==> src/rtl/eth_tx_framer.sv <==
module eth_tx_framer #(
  parameter int LEN_W    = 11,
  parameter int MIN_DATA = 60,
  parameter int FLOOR    = 3
) (
  input  logic             clk,
  input  logic             rst_n,
  input  logic             cmd_valid,
  output logic             cmd_ready,
  input  logic [LEN_W-1:0] cmd_len,
  input  logic             cmd_no_crc,
  input  logic             cmd_no_pad,
  input  logic             in_valid,
  output logic             in_ready,
  input  logic [7:0]       in_data,
  input  logic             in_last,
  output logic             out_valid,
  input  logic             out_ready,
  output logic [7:0]       out_data,
  output logic             out_last,
  output logic             done_valid,
  output logic [LEN_W:0]   done_count,
  output logic             done_underrun,
  output logic             reject
);
  localparam int CNT_W = LEN_W + 1;
  localparam logic [31:0] POLY = 32'hEDB88320;

  typedef enum logic [1:0] {S_IDLE, S_DATA, S_PAD, S_FCS} st_t;

  st_t              st;
  logic [LEN_W-1:0] len_q, cnt;
  logic             no_crc_q, no_pad_q;
  logic [31:0]      crc_q;
  logic [1:0]       fcs_idx;

  function automatic logic [31:0] crc_byte(input logic [31:0] c, input logic [7:0] d);
    logic [31:0] r;
    r = c;
    for (int i = 0; i < 8; i++)
      r = (r[0] ^ d[i]) ? ((r >> 1) ^ POLY) : (r >> 1);
    return r;
  endfunction

  wire [LEN_W-1:0] cnt_inc  = cnt + 1'b1;
  wire             data_end = (cnt_inc == len_q);
  wire             need_pad = !no_pad_q && (cnt_inc < LEN_W'(MIN_DATA));
  wire             pad_end  = (cnt_inc >= LEN_W'(MIN_DATA));
  wire             ur       = in_last && !data_end;
  wire             fire     = out_valid && out_ready;
  wire [31:0]      crc_nx   = crc_byte(crc_q, out_data);

  assign cmd_ready = (st == S_IDLE);
  assign in_ready  = (st == S_DATA) && out_ready;
  assign out_valid = (st == S_DATA) ? in_valid : (st == S_PAD || st == S_FCS);
  assign out_data  = (st == S_DATA) ? in_data : (st == S_FCS) ? ~crc_q[7:0] : 8'h00;

  always_comb begin
    case (st)
      S_DATA:  out_last = ur || (data_end && !need_pad && no_crc_q);
      S_PAD:   out_last = pad_end && no_crc_q;
      S_FCS:   out_last = (fcs_idx == 2'd3);
      default: out_last = 1'b0;
    endcase
  end

  always_ff @(posedge clk) begin
    if (!rst_n) begin
      st            <= S_IDLE;
      len_q         <= '0;
      no_crc_q      <= 1'b0;
      no_pad_q      <= 1'b0;
      cnt           <= '0;
      crc_q         <= '1;
      fcs_idx       <= '0;
      done_valid    <= 1'b0;
      done_count    <= '0;
      done_underrun <= 1'b0;
      reject        <= 1'b0;
    end else begin
      done_valid    <= 1'b0;
      done_underrun <= 1'b0;
      reject        <= 1'b0;
      case (st)
        S_IDLE: if (cmd_valid) begin
          if (cmd_len < LEN_W'(FLOOR)) reject <= 1'b1;
          else begin
            st       <= S_DATA;
            len_q    <= cmd_len;
            no_crc_q <= cmd_no_crc;
            no_pad_q <= cmd_no_pad;
            cnt      <= '0;
            crc_q    <= '1;
            fcs_idx  <= '0;
          end
        end
        S_DATA: if (fire) begin
          cnt   <= cnt_inc;
          crc_q <= crc_nx;
          if (ur || (data_end && !need_pad && no_crc_q)) begin
            st            <= S_IDLE;
            done_valid    <= 1'b1;
            done_count    <= {1'b0, cnt_inc};
            done_underrun <= ur;
          end else if (data_end) st <= need_pad ? S_PAD : S_FCS;
        end
        S_PAD: if (fire) begin
          cnt   <= cnt_inc;
          crc_q <= crc_nx;
          if (pad_end) begin
            if (no_crc_q) begin
              st         <= S_IDLE;
              done_valid <= 1'b1;
              done_count <= {1'b0, cnt_inc};
            end else st <= S_FCS;
          end
        end
        S_FCS: if (fire) begin
          crc_q   <= crc_q >> 8;
          fcs_idx <= fcs_idx + 1'b1;
          if (fcs_idx == 2'd3) begin
            st         <= S_IDLE;
            done_valid <= 1'b1;
            done_count <= {1'b0, cnt} + CNT_W'(4);
          end
        end
        default: st <= S_IDLE;
      endcase
    end
  end

  AST_PAD_MIN_CRC: assert property (@(posedge clk) disable iff (!rst_n)
    done_valid && !done_underrun && !no_pad_q && !no_crc_q |-> done_count >= CNT_W'(MIN_DATA + 4));
  AST_PAD_MIN_RAW: assert property (@(posedge clk) disable iff (!rst_n)
    done_valid && !done_underrun && !no_pad_q && no_crc_q |-> done_count >= CNT_W'(MIN_DATA));
  AST_RUNT_WITH_FCS: assert property (@(posedge clk) disable iff (!rst_n)
    done_valid && !done_underrun && no_pad_q && !no_crc_q |-> done_count == {1'b0, len_q} + CNT_W'(4));
  AST_RUNT_BARE: assert property (@(posedge clk) disable iff (!rst_n)
    done_valid && !done_underrun && no_pad_q && no_crc_q |-> done_count == {1'b0, len_q});
  AST_SHORT_REFUSED: assert property (@(posedge clk) disable iff (!rst_n)
    cmd_valid && cmd_ready && cmd_len < LEN_W'(FLOOR) |=> reject && !out_valid);
  AST_DONE_FOLLOWS_LAST: assert property (@(posedge clk) disable iff (!rst_n)
    out_valid && out_ready && out_last |=> done_valid);
  AST_UNDERRUN_SHORT: assert property (@(posedge clk) disable iff (!rst_n)
    done_underrun |-> done_valid && done_count < {1'b0, len_q});
  AST_CMD_HELD_OFF: assert property (@(posedge clk) disable iff (!rst_n)
    out_valid |-> !cmd_ready);
  AST_HOLD_STALLED: assert property (@(posedge clk) disable iff (!rst_n)
    out_valid && !out_ready |=> out_valid && $stable(out_data));
endmodule

==> config.mk <==
export PLATFORM = sky130hd
export DESIGN_NAME = eth_tx_framer
export DESIGN_NICKNAME = d
export VERILOG_FILES = /design/src/rtl/eth_tx_framer.sv
export SDC_FILE = /design/constraint.sdc
export NUM_CORES = 1
export LEC_CHECK = 0
export BUFFER_PORTS_ARGS = -buffer_cell sky130_fd_sc_hd__buf_2
export CORE_MARGIN = 5
export CORE_UTILIZATION = 60
export CTS_CLUSTER_SIZE = 12
export DETAILED_ROUTE_END_ITERATION = 7
export PLACE_DENSITY = 0.9
export SETUP_SLACK_MARGIN = 0.05
export SYNTH_ARGS = -nofsm -noshare
export SYNTH_HDL_FRONTEND = slang
export SYNTH_SLANG_ARGS = --single-unit
==> constraint.sdc <==
create_clock -name clk -period 3 [get_ports clk]
set_input_delay 0.3 -clock clk [delete_from_list [all_inputs] [get_ports clk]]
set_output_delay 0.3 -clock clk [all_outputs]
set_load 0.02 [all_outputs]
==> results_dict.tcl <==
set metrics [dict create \
    critPathRequiredTime_ps 2700 \
    synth_top_area_share_pct 28.87 \
    peakVddDrop_uv 601.8 \
    drtIter0Drc 488 \
    dp_hpwl_mm 10.50 \
    avgSynthCellArea_sq_um 8.295 \
    tightest_slew_ps 745.3 \
    synth.area.top_cells "dfxtp_1 (29%), xnor2_1 (6.7%), mux2i_1 (5.4%), nand2_1 (5.3%), nor2_1 (5.0%)" \
    grt_antenna_before_repair 0 \
    dpl_worst_slack_ps 51.94 \
    area_growth_pct 17.66 \
    total_leakage_power_nw 2.544 \
    grt_max_degree 41 \
    die_width_microns 103.1 \
    power_mw 6.606 \
    root_buffer "clkbuf_8" \
    rows 34 \
    skew_ps 8.146 \
    die_area_sq_um 10630 \
    antenna_cells 0 \
    portBuffers 53 \
    endpoint_kind "primary output" \
    crit_type "register to primary output" \
    fmax_ghz 0.3426 \
    fin_ws_ps 81.08 \
    final.min_clock_period_ps 2919 \
    clkTransAtPathRegs_ps 80 \
    relSlewSlack_pct 50.32 \
    post-synth-top-area-cell "dfxtp_1" \
    stdcell_count 804 \
    gp_congestion 0.9766 \
    max_cap_violations 0 \
    holdWs_ps 179.2 \
    initial_core_util_pct 60.53 \
    yosysWarnings 0 \
    synthTopCellsByCount "dfxtp_1 (75), nand2_1 (73), nor2_1 (69)" \
    drt-pass1-iter-count 5 \
    post_drt_via_cell_ratio 6.407 \
    cts_tree "yes" \
    synth_seq_area_share_pct 28.87 \
    clock_sinks 75 \
    synth_cells 627 \
    synth.distinct_cells 75 \
    status "complete, no violations" \
    async_flop_share_pct 0 \
    synth_seq_cells 75 \
    startpoint_type "register" \
    power-per-cell-area_nw_per_um2 1079 \
    core_area_sq_um 8593 \
    rsz0062_at_grt "true" \
    insertion_delay_ps 350 \
    slew_viol_final 0 \
    hold_viol_final 0 \
    routed_wl_mm 15.24 \
    wire_per_inst_microns 18.96 \
    track_usage_pct 27.96 \
    dp_cells 778 \
    cts_buffer_depth 2 \
    grt_pass1_vias 4832 \
    finalSetupViolCount 0 \
    yosysMostFrequentCell "dfxtp_1" \
    finalCritPeriodShare_pct 97.30 \
    n_fill_cell 619 \
    syn-num-nets 661 \
    yosys_most_used_dff "dfxtp_1" \
    die_y_microns 103.1 \
    drc 0 \
    placed_area_sq_um 5650 \
    grt_pass1_wl_mm 23.56 \
    synth_edf_count 0 \
    arrival_ps 2620 \
    final_area_sq_um 6120 \
    cp_max_fo 6 \
    synthesis.area_sq_um 5201 \
    pin_count 54 \
    num_vias 5151 \
    ant_nets 0 \
    nNetsFinal 725 \
    cts_htree_levels 3 \
    grt.overflow.total 0 \
    cts_made_buffers 9 \
    layout-drive-gt1-share_pct 25.00 \
    hold_class "input pin to register" \
]
[flip-flops by register name (all words and copies together), names as in the netlist]
register       count
cnt               11
crc_q             32
done_count        12
done_underrun      1
done_valid         1
fcs_idx            2
len_q             11
no_crc_q           1
no_pad_q           1
reject             1
st                 2
[power by group]
| group | internal, mW | switching (mW) | total, mW |
|---|---|---|---|
| Combinational | 2.02 | 2.32 | 4.34 |
| Sequential | 1.22 | 0.237 | 1.45 |
| Clock | 0.410 | 0.407 | 0.817 |
| Total | 3.64 | 2.96 | 6.61 |
[cell usage in the layout (no fill, tap or decap), types with 3 or more instances in the layout]
cell type and count:
clkinvlp_4 3, or3_1 5, o21ai_0 31, nand4_1 3, a31oi_1 5, o21bai_1 4
ha_4 4, o31ai_1 6, nor4_1 6, nor2_1 68, a21oi_1 38, inv_1 11
dfxtp_2 8, ha_1 3, mux2_2 10, xor2_1 14, o21ai_1 7, nor3_1 22
a21o_1 13, a2111oi_0 4, buf_4 44, nand4_4 3, a211o_1 3, mux2i_4 5
nand3b_1 6, xnor2_1 40, nand3_1 9, a211oi_1 12, mux2i_1 28, nor2b_1 5
xnor3_1 5, buf_2 52, clkbuf_8 10, dfxtp_1 65, o22ai_1 4, nand2_1 73
o211ai_1 4
[cells by family after synthesis]
logic type | share of synthesized area [%]
AND/OR/NAND/NOR | 20.86
AO/OA/AOI/OAI | 19.80
flip-flops | 28.87
XOR/XNOR | 13.76
buffers and inverters | 5.220
multiplexers | 9.815
adder cells (fa/ha/maj) | 1.684
[per-layer routing]
layer / routed length (microns) / up-vias / global-route usage, % / part of all wire, %
met3: 1594 / 54 / 4.195 / 10
met1: 6164 / 2426 / 38.69 / 40
li1: - / 2351 / - / -
met5: 0 / - / 0 / 0
met4: 503 / 0 / 10.66 / 3.3
met2: 6980 / 320 / 44.01 / 46
[worst max-delay path, cell delays in order, from the launching register on]
cell	delay, ps
dfxtp_2	340
ha_4	180
buf_6	130
or2b_1	200
o21ai_1	90
a311o_2	390
a2111oi_4	490
nor4_4	70
o21ai_1	120
a21oi_1	80
buf_4	160
[area by class of cell]
type | instances | area, sq um | area share [%]
sequential | 75 | 1519 | 24.82
clock inverter | 5 | 61.31 | 1.002
tap | 108 | 135.1 | 2.208
timing repair buffer | 98 | 621.8 | 10.16
inverter | 12 | 45.04 | 0.7360
clock buffer | 11 | 141.4 | 2.310
multi-input combinational | 495 | 3596 | 58.76
[metrics by stage]
step	utilization, %	setup TNS, ps
floorplan	-	0
CTS	69.39	0
detailed placement	65.75	0
finish	71.21	0
global route	71.21	-1.231
global placement	65.75	0
[worst paths after layout]
check                             startpoint  cells after the start  slack [ps]                         end
setup reg to reg          st[1]$_SDFFE_PN0P_                     11          90          st[0]$_SDFFE_PN0P_
hold / removal                    cmd_no_pad                      3         180       no_pad_q$_SDFFE_PN0P_
hold reg to reg   done_count[4]$_SDFFE_PN0P_                      2         460  done_count[4]$_SDFFE_PN0P_
setup / recovery         cnt[1]$_SDFFE_PN0P_                     10          80                    out_last
[what timing repair did]
action	in CTS	in global routing
endpoints found under the setup margin	6	5
buffers inserted	2	8
pin swaps	8	6
hold buffers	0	0
resized for setup	24	18
No activity file was read; power rests on OpenSTA's default activity.
